==> config.mk <==
export PLATFORM = sky130hd
export DESIGN_NAME = busmap_decoder
export DESIGN_NICKNAME = d
export VERILOG_FILES = /design/src/rtl/busmap_pkg.sv /design/src/rtl/busmap_region_dec.sv /design/src/rtl/busmap_lane_ctl.sv /design/src/rtl/busmap_rd_steer.sv /design/src/rtl/busmap_decoder.sv
export SDC_FILE = /design/constraint.sdc
export NUM_CORES = 1
export LEC_CHECK = 0
export ABC_AREA = 1
export BUFFER_PORTS_ARGS = -buffer_cell sky130_fd_sc_hd__buf_2
export CAP_MARGIN = 20
export CORE_MARGIN = 4
export CORE_UTILIZATION = 45
export CTS_CLUSTER_DIAMETER = 30
export DETAILED_ROUTE_END_ITERATION = 8
export HOLD_SLACK_MARGIN = 0.02
export PLACE_DENSITY = 0.79
export SKIP_LAST_GASP = 1
export SLEW_MARGIN = 20
export SYNTH_ARGS = -nofsm -noshare
export SYNTH_HDL_FRONTEND = slang
export SYNTH_SLANG_ARGS = --single-unit
==> constraint.sdc <==
create_clock -name clk -period 1.8 [get_ports clk]
set_input_delay 0.36 -clock clk [delete_from_list [all_inputs] [get_ports clk]]
set_output_delay 0.36 -clock clk [all_outputs]
set_load 0.05 [all_outputs]
==> src/rtl/busmap_pkg.sv <==
package busmap_pkg;

  localparam int DATA_W      = 16;
  localparam int LANES       = DATA_W / 8;
  localparam int NUM_REGIONS = 5;

  // Fixed low-memory boundaries (exclusive upper limits)
  localparam int CTRL_LIMIT = 'h0010;
  localparam int BP_LIMIT   = 'h0100;
  localparam int WP_LIMIT   = 'h0200;
  localparam int RAM_BASE   = 'h0200;

  typedef enum logic [2:0] {
    RG_NONE = 3'd0,
    RG_CTRL = 3'd1,
    RG_BPER = 3'd2,
    RG_WPER = 3'd3,
    RG_RAM  = 3'd4,
    RG_NVM  = 3'd5
  } region_e;

endpackage

==> src/rtl/busmap_region_dec.sv <==
module busmap_region_dec
  import busmap_pkg::*;
#(
  parameter int ADDR_W    = 16,
  parameter int RAM_BYTES = 2048,
  parameter int NVM_BASE  = 'hC000,
  parameter int VEC_WORDS = 16,
  localparam int IDX_W    = $clog2(VEC_WORDS)
) (
  input  logic [ADDR_W-1:0] addr,
  input  logic              byte_acc,
  input  logic              rd,
  input  logic              wr,
  output region_e           region,
  output logic              err,
  output logic              ok,
  output logic [LANES-1:0]  be,
  output logic              vec_hit,
  output logic [IDX_W-1:0]  vec_idx
);

  localparam logic [ADDR_W:0] CTRL_LIM = (ADDR_W+1)'(CTRL_LIMIT);
  localparam logic [ADDR_W:0] BP_LIM   = (ADDR_W+1)'(BP_LIMIT);
  localparam logic [ADDR_W:0] WP_LIM   = (ADDR_W+1)'(WP_LIMIT);
  localparam logic [ADDR_W:0] RAM_LIM  = (ADDR_W+1)'(RAM_BASE + RAM_BYTES);
  localparam logic [ADDR_W:0] NVM_LO   = (ADDR_W+1)'(NVM_BASE);
  localparam logic [ADDR_W:0] VEC_LO   = (ADDR_W+1)'((1 << ADDR_W) - 2 * VEC_WORDS);

  logic [ADDR_W:0] ax;
  logic            active;
  logic            odd;

  assign ax     = {1'b0, addr};
  assign active = rd | wr;
  assign odd    = addr[0];

  always_comb begin
    if (ax < CTRL_LIM)      region = RG_CTRL;
    else if (ax < BP_LIM)   region = RG_BPER;
    else if (ax < WP_LIM)   region = RG_WPER;
    else if (ax < RAM_LIM)  region = RG_RAM;
    else if (ax >= NVM_LO)  region = RG_NVM;
    else                    region = RG_NONE;
  end

  always_comb begin
    err = 1'b0;
    if (active) begin
      if (rd && wr)                           err = 1'b1;
      if (region == RG_NONE)                  err = 1'b1;
      if (!byte_acc && odd)                   err = 1'b1;
      if (!byte_acc && region == RG_CTRL)     err = 1'b1;
      if (byte_acc && odd && region == RG_WPER) err = 1'b1;
    end
  end

  assign ok = active && !err;

  always_comb begin
    be = '0;
    if (ok) begin
      if (byte_acc)              be = odd ? 2'b10 : 2'b01;
      else if (region == RG_BPER) be = 2'b01;
      else                        be = 2'b11;
    end
  end

  assign vec_hit = ok && (ax >= VEC_LO);
  assign vec_idx = vec_hit ? addr[IDX_W:1] : '0;

endmodule

==> src/rtl/busmap_lane_ctl.sv <==
module busmap_lane_ctl
  import busmap_pkg::*;
(
  input  logic              byte_acc,
  input  logic [DATA_W-1:0] wdata,
  output logic [DATA_W-1:0] lane_wdata
);

  for (genvar l = 0; l < LANES; l++) begin : g_lane
    assign lane_wdata[8*l +: 8] = byte_acc ? wdata[7:0] : wdata[8*l +: 8];
  end

endmodule

==> src/rtl/busmap_rd_steer.sv <==
module busmap_rd_steer
  import busmap_pkg::*;
(
  input  logic              clk,
  input  logic              rst,
  input  logic              capture,
  input  logic              err,
  input  logic              byte_acc,
  input  logic              odd,
  input  region_e           region,
  input  logic [DATA_W-1:0] tgt_rdata,
  output logic [DATA_W-1:0] rdata,
  output logic              rvalid
);

  logic [DATA_W-1:0] steered;

  always_comb begin
    if (err)
      steered = '0;
    else if (byte_acc)
      steered = {8'h00, odd ? tgt_rdata[15:8] : tgt_rdata[7:0]};
    else if (region == RG_BPER)
      steered = {8'h00, tgt_rdata[7:0]};
    else
      steered = tgt_rdata;
  end

  always_ff @(posedge clk) begin
    if (rst) begin
      rvalid <= 1'b0;
      rdata  <= '0;
    end else begin
      rvalid <= capture;
      rdata  <= capture ? steered : '0;
    end
  end

  AST_ERR_READ_ZERO: assert property (@(posedge clk) disable iff (rst)
    (capture && err) |=> (rvalid && rdata == '0));

  AST_BPER_WORD_HIGH_ZERO: assert property (@(posedge clk) disable iff (rst)
    (capture && !err && !byte_acc && region == RG_BPER) |=> (rdata[15:8] == 8'h00));

endmodule

==> src/rtl/busmap_decoder.sv <==
module busmap_decoder
  import busmap_pkg::*;
#(
  parameter int ADDR_W    = 16,
  parameter int RAM_BYTES = 2048,
  parameter int NVM_BASE  = 'hC000,
  parameter int VEC_WORDS = 16,
  localparam int IDX_W    = $clog2(VEC_WORDS)
) (
  input  logic                   clk,
  input  logic                   rst,
  input  logic [ADDR_W-1:0]      req_addr,
  input  logic [15:0]            req_wdata,
  input  logic                   req_byte,
  input  logic                   req_rd,
  input  logic                   req_wr,
  output logic [4:0]             sel,
  output logic [ADDR_W-1:0]      tgt_addr,
  output logic [1:0]             tgt_be,
  output logic                   tgt_we,
  output logic                   tgt_re,
  output logic [15:0]            tgt_wdata,
  input  logic [15:0]            tgt_rdata,
  output logic [15:0]            cpu_rdata,
  output logic                   cpu_rvalid,
  output logic                   acc_err,
  output logic                   vec_hit,
  output logic [IDX_W-1:0]       vec_idx
);

  region_e           d_region;
  logic              d_err, d_ok, d_vec;
  logic [LANES-1:0]  d_be;
  logic [IDX_W-1:0]  d_idx;
  logic [DATA_W-1:0] d_wdata;
  logic [NUM_REGIONS-1:0] d_sel;

  busmap_region_dec #(
    .ADDR_W(ADDR_W), .RAM_BYTES(RAM_BYTES),
    .NVM_BASE(NVM_BASE), .VEC_WORDS(VEC_WORDS)
  ) u_dec (
    .addr(req_addr), .byte_acc(req_byte), .rd(req_rd), .wr(req_wr),
    .region(d_region), .err(d_err), .ok(d_ok), .be(d_be),
    .vec_hit(d_vec), .vec_idx(d_idx)
  );

  busmap_lane_ctl u_lane (
    .byte_acc(req_byte), .wdata(req_wdata), .lane_wdata(d_wdata)
  );

  for (genvar i = 0; i < NUM_REGIONS; i++) begin : g_sel
    assign d_sel[i] = d_ok && (d_region == region_e'(i + 1));
  end

  // Stage 1: registered decode toward the targets
  region_e q_region;
  logic    q_byte, q_capture;

  always_ff @(posedge clk) begin
    if (rst) begin
      sel       <= '0;
      tgt_addr  <= '0;
      tgt_be    <= '0;
      tgt_we    <= 1'b0;
      tgt_re    <= 1'b0;
      tgt_wdata <= '0;
      acc_err   <= 1'b0;
      vec_hit   <= 1'b0;
      vec_idx   <= '0;
      q_region  <= RG_NONE;
      q_byte    <= 1'b0;
      q_capture <= 1'b0;
    end else begin
      sel       <= d_sel;
      tgt_addr  <= (req_rd | req_wr) ? req_addr : '0;
      tgt_be    <= d_be;
      tgt_we    <= d_ok && req_wr;
      tgt_re    <= d_ok && req_rd;
      tgt_wdata <= (d_ok && req_wr) ? d_wdata : '0;
      acc_err   <= d_err;
      vec_hit   <= d_vec;
      vec_idx   <= d_idx;
      q_region  <= d_region;
      q_byte    <= req_byte;
      q_capture <= req_rd;
    end
  end

  // Stage 2: read steering
  busmap_rd_steer u_steer (
    .clk(clk), .rst(rst), .capture(q_capture), .err(acc_err),
    .byte_acc(q_byte), .odd(tgt_addr[0]), .region(q_region),
    .tgt_rdata(tgt_rdata), .rdata(cpu_rdata), .rvalid(cpu_rvalid)
  );

  AST_SEL_ONEHOT: assert property (@(posedge clk) disable iff (rst)
    $onehot0(sel));

  AST_ERR_BLOCKS_TARGET: assert property (@(posedge clk) disable iff (rst)
    acc_err |-> (sel == '0 && !tgt_we && !tgt_re && tgt_be == '0));

  AST_STROBE_HAS_LANE: assert property (@(posedge clk) disable iff (rst)
    (tgt_we || tgt_re) |-> (tgt_be != '0 && sel != '0));

  AST_BPER_NO_HIGH_WRITE: assert property (@(posedge clk) disable iff (rst)
    !(sel[1] && tgt_we && tgt_be == 2'b11));

  AST_VEC_IN_NVM: assert property (@(posedge clk) disable iff (rst)
    vec_hit |-> sel[NUM_REGIONS-1]);

  AST_RVALID_AFTER_READ: assert property (@(posedge clk) disable iff (rst)
    (tgt_re || (acc_err && q_capture)) |=> cpu_rvalid);

endmodule

==> metrics.md, run 1 <==
| Metric | Value |
|---|---|
| Yosys cell types | `28` |
| I/O pin count | `about 120` |
| Final hold vios | `0` |
| Critical R2R Capture | `u_steer.rdata[1]$_SDFF_PP0_` |
| Footprint of the multi-input gates | `753 um2` |
| R2R cell count | `3` |
| Fin Setup TNS | `0 ns` |
| Die area | `about 6500 um2` |
| Hold Crit Depth | `3` |
| Die width | `about 80 um` |
| Fin crit share | `0.808` |
| Register bit total from synthesis | `just under 70` |
| Via count | `roughly 2000` |
| CP Max Fanout | `17` |
| Total power | `between 3 and 4 mW` |
| Syn-to-layout area delta | `34.7%` |
| Setup Viol. Count Final | `0` |
| DR pass1 iterations | `4` |
| Post-synthesis cell count | `roughly 260` |
| Routed len/inst | `roughly 11 um` |
| FILL cells | `roughly 480` |
| FF-to-FF setup slack | `roughly 0.70 ns` |
| Number of buffers added on ports | `around 120` |
| DR iter-0 viols | `60` |
| # diodes | `0` |
| Most frequent cells in the layout | `buf_2 (116), dfxtp_1 (69), nor2_1 (55)` |
| Worst R2R Start | `acc_err$_SDFF_PP0_` |
| Largest net degree at the start of global routing | `19` |
| Detailed Place HPWL | `slightly below 4000 um` |
| Lkg Pwr | `about 1.7 nW` |
| MaxCap Viol Count | `0` |
| Crit path DAT | `between 1.5 and 2 ns` |
| Max Slew Vio Count | `0` |
| P per Cell Area | `about 1000 nW/um2` |
| Final nets | `~440` |
| Post-CTS setup buffers | `0` |
| Layout cells sized above 1 | `0.419` |
| Clock latency on the worst-skew pair | `0.33 ns` |
| Seq/Total Area, Yosys | `0.582` |
| Overall Global Routing Usage | `0.161` |
| Slew @ Worst Pin | `just over 0.6 ns` |
| Num CTS Buffers | `9` |
| Hold-fix buffers, CTS | `0` |
| Synth Area in XOR/XNOR | `0` |
| Min cycle time layout | `approximately 1.5 ns` |
| Clk_skew | `between 0.007 and 0.008 ns` |
| Routed wire length | `between 5000 and 6000 um` |
| Worst VDD drop | `just under 0.6 mV` |
| F_max | `slightly below 0.7 GHz` |
| Core ar. | `between 5000 and 6000 um2` |
| Clock tree buffer depth | `2` |
| Mapped Nets | `approximately 310` |
| CP endpoint kind | `register` |
| Global-route wire length before repair | `between 7000 and 8000 um` |
| Post-Syn Area | `2370 um2` |
| CTS Sinks | `69` |
| Most common cell after layout, fill and taps aside | `buf_2` |
| Mux cell area share after synthesis | `0` |
| Hold WC Path Type | `in2reg` |
| Min-delay src | `tgt_rdata[11]` |
| Synth Area in Simple Gates | `0.239` |
| Worst Path Required | `2.05 ns` |
| PostCTS Resize Cnt | `0` |
| Clock transition at path regs | `approximately 0.070 ns` |
| Largest family of logic cells by synthesized area | `simple AND/OR/NAND/NOR gates` |
| Hold Path Sink | `u_steer.rdata[11]$_SDFF_PP0_` |
| Initial antenna violation count | `0` |
| YS warnings | `0` |
| DR vias/cell | `4.30` |
| Adder-cell share of the synthesized area | `0` |
| RD Place Congestion | `0.770` |
| Unrepaired setup endpoints after global routing | `false` |
| Vias in the first global route | `roughly 1900` |
| FF/Latch Area | `1380 um2` |
| Htree depth | `3` |
| Die H | `80.6 um` |
| CTS root buf | `clkbuf_8` |
| Total grt overflow | `0` |
| Slew headroom | `0.589` |
| Num rows | `26` |
| CP startpoint kind | `input pin` |
| Initial Utilization | `0.464` |
| Run status | `completed` |
| WS Path Type | `in2reg` |
| Complex-gate fraction of the synthesized area | `0.0754` |
| CTS tree | `done` |
| Avg Inst Size Synth | `approximately 9.1 um2` |
| Antenna Nets Post-Route | `0` |
| DRC viols | `0` |
[routing by layer]
layer  GRT usage  share of wire  up-vias
met5           0              0        -
met4      0.0557          0.014        0
li1            -              -     1028
met3      0.0919           0.13        7
met1       0.169           0.40      845
met2       0.269           0.46       84
[flip-flops by register name, indices dropped and copies added (netlist names)]
register	flops
acc_err	1
q_byte	1
q_capture	1
q_region	3
sel	5
tgt_addr	16
tgt_be	2
tgt_re	1
tgt_wdata	16
tgt_we	1
u_steer.rdata	16
u_steer.rvalid	1
vec_hit	1
vec_idx	4
[worst max-delay path, stage by stage]
cell and delay, ns:
buf_2 0.10, inv_1 0.09, nand2_1 0.07, nor2_2 0.09, nand2_2 0.06, nand2_2 0.05, nand2_2 0.06, nor2_4 0.19
nand4_4 0.40, nor2_1 0.23
[how the worst max path moves through the flow]
stage,startpoint,to,slack [ns],cells past startpoint
2_1_floorplan,req_addr[12],tgt_wdata[10]$_SDFF_PP0_,0.43,9
3_3_place_gp,req_addr[13],tgt_wdata[3]$_SDFF_PP0_,0.08,10
3_5_place_dp,req_addr[12],tgt_wdata[2]$_SDFF_PP0_,-0.03,10
4_1_cts,req_addr[12],tgt_wdata[2]$_SDFF_PP0_,0.34,10
5_1_grt,req_addr[12],tgt_wdata[2]$_SDFF_PP0_,0.24,10
6_report,req_addr[12],tgt_wdata[2]$_SDFF_PP0_,0.35,10
[where the power goes]
group	internal, mW	switching, mW	leakage (nW)
sequential	1.57	0.0114	0.562
clock	0.780	0.547	0.110
combinational	0.104	0.263	1.05
[final cells by class]
class	instances	share of cell area
clock buffer	10	0.0400
clock inverter	6	0.0274
inverter	45	0.0529
multi-input combinational	140	0.236
sequential	69	0.432
tap	70	0.0274
timing repair buffer	117	0.184
[Yosys cell counts]
cell type  number  area (um2)
dfxtp_1        69        1380
nor2_1         55         206
inv_1          41         154
nand2_1        20        75.1
o21ai_0        18        90.1
nor2_4         12         135
a21oi_1        11        55.1
nand2_2         6        37.5
nand3_1         4        20.0
inv_2           3        11.3
clkbuf_1        2        7.51
nand4_1         2        12.5
nor2_2          2        12.5
nor3_1          2        10.0
a21oi_4         1        16.3
and3_2          1        7.51
buf_1           1        3.75
buf_12          1        20.0
buf_2           1        5.00
buf_4           1        7.51
bufbuf_16       1        32.5
clkinv_1        1        3.75
nand2_4         1        11.3
nand4_4         1        21.3
nor3_2          1        10.0
nor3b_1         1        7.51
o21ai_2         1        8.76
o311ai_1        1        8.76
[cells by family (layout without fill, tap and decap cells)]
family	Yosys count	after routing
simple gates	108	108
flops	69	69
buf+inv	52	178
compound gates	32	32
[per-stage QoR]
step	hold slack [ns]	util	worst slack, ns	std cells	area, um2
global placement	0.459	0.582	0.0816	441	2970
finish	0.256	0.625	0.346	457	3190
detailed placement	0.463	0.582	-0.0298	441	2970
global route	0.240	0.625	0.239	457	3190
floorplan	0.442	-	0.429	261	2370
CTS	0.241	0.624	0.342	457	3190
(Power assumes the default switching activity.)
==> run 2, diff against run 1 <==
clock period = 1.44 ns   (was 1.8 ns; I/O delays follow)
==> run 2 against run 1 <==
Worst hold slack got worse by 0.064 ns. Sequential power rose by 25%. Utilization rose by 0.83 points. Global-route usage barely moved. Total power rose by 15%. Die area did not move. Design area rose by 1.3%. Combinational power rose by 30%. Critical endpoint is now acc_err. Highest routed layer unchanged.
==> metrics.md, run 2 (synthesized netlist as in run 1, its figures left out) <==
| Metric | Value |
|---|---|
| RD Place Congestion | `0.774 (was 0.770)` |
| FILL cells | `457 (was 475)` |
| Die H | `80.6 um (unchanged)` |
| Min cycle time layout | `approximately 1.3 ns` |
| R2R cell count | `2 (was 3)` |
| Layout cells sized above 1 | `0.428 (was 0.419)` |
| Critical path buffers and inverters | `1 (was 2)` |
| CTS Sinks | `69 (unchanged)` |
| CP Max Fanout | `3 (was 17)` |
| I/O pin count | `117 (unchanged)` |
| Antenna Nets Post-Route | `0 (unchanged)` |
| Via count | `1997 (was 1964)` |
| Final Cell Area | `3240 um2 (was 3190 um2)` |
| Initial antenna violation count | `0 (unchanged)` |
| Die area | `6500 um2 (unchanged)` |
| Final nets | `445 (was 435)` |
| Hold WC Path Type | `in2reg (unchanged)` |
| Clk_skew | `0.00510 ns (was 0.00757 ns)` |
| Num CTS Buffers | `9 (unchanged)` |
| Min-delay src | `req_wdata[3] (was tgt_rdata[11])` |
| Routed len/inst | `11.1 um (was 11.0 um)` |
| Setup Viol. Count Final | `0 (unchanged)` |
| Critical R2R Capture | `u_steer.rdata[15]$_SDFF_PP0_ (was u_steer.rdata[1]$_SDFF_PP0_)` |
| Hold Crit Depth | `3 (unchanged)` |
| F_max | `around 0.80 GHz` |
| Most frequent cells in the layout | `buf_2 (116), dfxtp_1 (69), nor2_1 (55) (unchanged)` |
| Post-CTS setup buffers | `0 (unchanged)` |
| # diodes | `0 (unchanged)` |
| Detailed Place HPWL | `4130 um (was 3920 um)` |
| Worst VDD drop | `0.705 mV (was 0.597 mV)` |
| Unrepaired setup endpoints after global routing | `false (unchanged)` |
| Run status | `completed (unchanged)` |
| Slew headroom | `0.585 (was 0.589)` |
| Hold Path Sink | `tgt_wdata[3]$_SDFF_PP0_ (was u_steer.rdata[11]$_SDFF_PP0_)` |
| DR vias/cell | `4.28 (was 4.30)` |
| Htree depth | `3 (unchanged)` |
| DR pass1 iterations | `4 (unchanged)` |
| Worst Path Required | `1.15 ns (was 2.05 ns)` |
| CP endpoint kind | `output port (was register)` |
| Syn-to-layout area delta | `36.4% (was 34.7%)` |
| Crit path DAT | `0.97 ns (was 1.70 ns)` |
| FF-to-FF setup slack | `0.30 ns (was 0.70 ns)` |
| Num rows | `26 (unchanged)` |
| Fin Setup TNS | `0 ns (unchanged)` |
| CTS root buf | `clkbuf_8 (unchanged)` |
| PostCTS Resize Cnt | `1 (was 0)` |
| Clock tree buffer depth | `2 (unchanged)` |
| Largest net degree at the start of global routing | `18 (was 19)` |
| Max Slew Vio Count | `0 (unchanged)` |
| Most common cell after layout, fill and taps aside | `buf_2 (unchanged)` |
| Biggest regs | `tgt_addr: 16 flops, tgt_wdata: 16 flops, u_steer.rdata: 16 flops (unchanged)` |
| Global-route wire length before repair | `7960 um (was 7850 um)` |
| Die width | `80.6 um (unchanged)` |
| Vias in the first global route | `1834 (was 1852)` |
| Delay-heaviest family, CP | `flip-flops (was simple AND/OR/NAND/NOR gates)` |
| Total grt overflow | `0 (unchanged)` |
| CTS tree | `done (unchanged)` |
| WS Path Type | `reg2out (was in2reg)` |
| Fin Hold WS | `0.192 ns (was 0.256 ns)` |
| Final hold vios | `0 (unchanged)` |
| Lkg Pwr | `1.75 nW (was 1.73 nW)` |
| Initial Utilization | `0.464 (unchanged)` |
| Core ar. | `5110 um2 (unchanged)` |
| Hold-fix buffers, CTS | `0 (unchanged)` |
| Worst path cell trace | `buf_2 (was buf_2 > inv_1 > nand2_1 > nor2_2 > nand2_2 > nand2_2 > nand2_2 > nor2_4 > nand4_4 > nor2_1)` |
| P per Cell Area | `1170 nW/um2 (was 1020 nW/um2)` |
| Clock latency on the worst-skew pair | `0.32 ns (was 0.33 ns)` |
| Number of buffers added on ports | `116 (unchanged)` |
| Overall Global Routing Usage | `0.161 (about the same)` |
| Clock transition at path regs | `0.07 ns (about the same)` |
| DR iter-0 viols | `59 (was 60)` |
| Layout Utilization | `0.634 (was 0.625)` |
| Worst R2R Start | `q_region[0]$_SDFF_PP0_ (was acc_err$_SDFF_PP0_)` |
| Critical path's slowest cell | `dfxtp_1 (was nand4_4)` |
| CP startpoint kind | `register (was input pin)` |
| Max incr delay on CP | `0.36 ns (was 0.40 ns)` |
| Placed inst area | `3060 um2 (was 2970 um2)` |
| MaxCap Viol Count | `0 (unchanged)` |
| Fin crit share | `0.872` |
| Slew @ Worst Pin | `0.621 ns (was 0.615 ns)` |
| Routed wire length | `5210 um (was 5020 um)` |
| DRC viols | `0 (unchanged)` |
==> run 2: cell types whose count changed in the layout (fill, tap and decap cells not counted) <==
cell | before | now
buf_12 | 0 | 1
buf_4 | 1 | 10
bufinv_16 | 2 | 0
clkbuf_1 | 1 | 3
clkbuf_8 | 9 | 10
clkinv_2 | 2 | 1
clkinv_4 | 2 | 1
clkinvlp_4 | 0 | 1
==> run 2: final cells by class <==
type | instances | area, um2 | area share
clock buffer | 13 | 149 | 0.0460
multi-input combinational | 140 | 753 | 0.233
clock inverter | 3 | 21.3 | 0.00657
inverter | 45 | 169 | 0.0522
tap | 70 | 87.6 | 0.0271
timing repair buffer | 127 | 676 | 0.209
sequential | 69 | 1380 | 0.427
==> run 2: worst max-delay path by stage <==
| stage | startpoint | to | depth (start not counted) |
|---|---|---|---|
| 6_report | acc_err$_SDFF_PP0_ | acc_err | 1 |
| 5_1_grt | req_addr[14] | tgt_wdata[15]$_SDFF_PP0_ | 10 |
| 4_1_cts | acc_err$_SDFF_PP0_ | acc_err | 1 |
| 3_5_place_dp | req_addr[14] | tgt_wdata[15]$_SDFF_PP0_ | 10 |
| 3_3_place_gp | req_addr[14] | tgt_wdata[3]$_SDFF_PP0_ | 10 |
| 2_1_floorplan | req_addr[12] | tgt_wdata[10]$_SDFF_PP0_ | 9 |
==> run 2: metrics by stage <==
stage,setup slack [ns],std cells,power [mW]
after floorplan,0.141,261,2.34
after global placement,-0.0312,451,2.49
after detailed placement,-0.0673,451,2.50
after CTS,0.158,467,3.83
after global routing,0.136,467,3.97
final,0.184,467,3.78
==> run 2: layer usage <==
metal / track usage / wire length [um] / vias to the layer above
li1: - / - / 1052
met1: 0.178 / 2070 / 859
met2: 0.274 / 2500 / 81
met3: 0.0762 / 588 / 5
met4: 0.0490 / 40 / 0
met5: 0 / 0 / -
==> run 2: power breakdown <==
group	leakage, nW	total [mW]	internal [mW]	switching [mW]
clock network	0.0836	1.33	0.674	0.652
registers	0.562	1.97	1.96	0.0141
logic	1.11	0.477	0.144	0.333
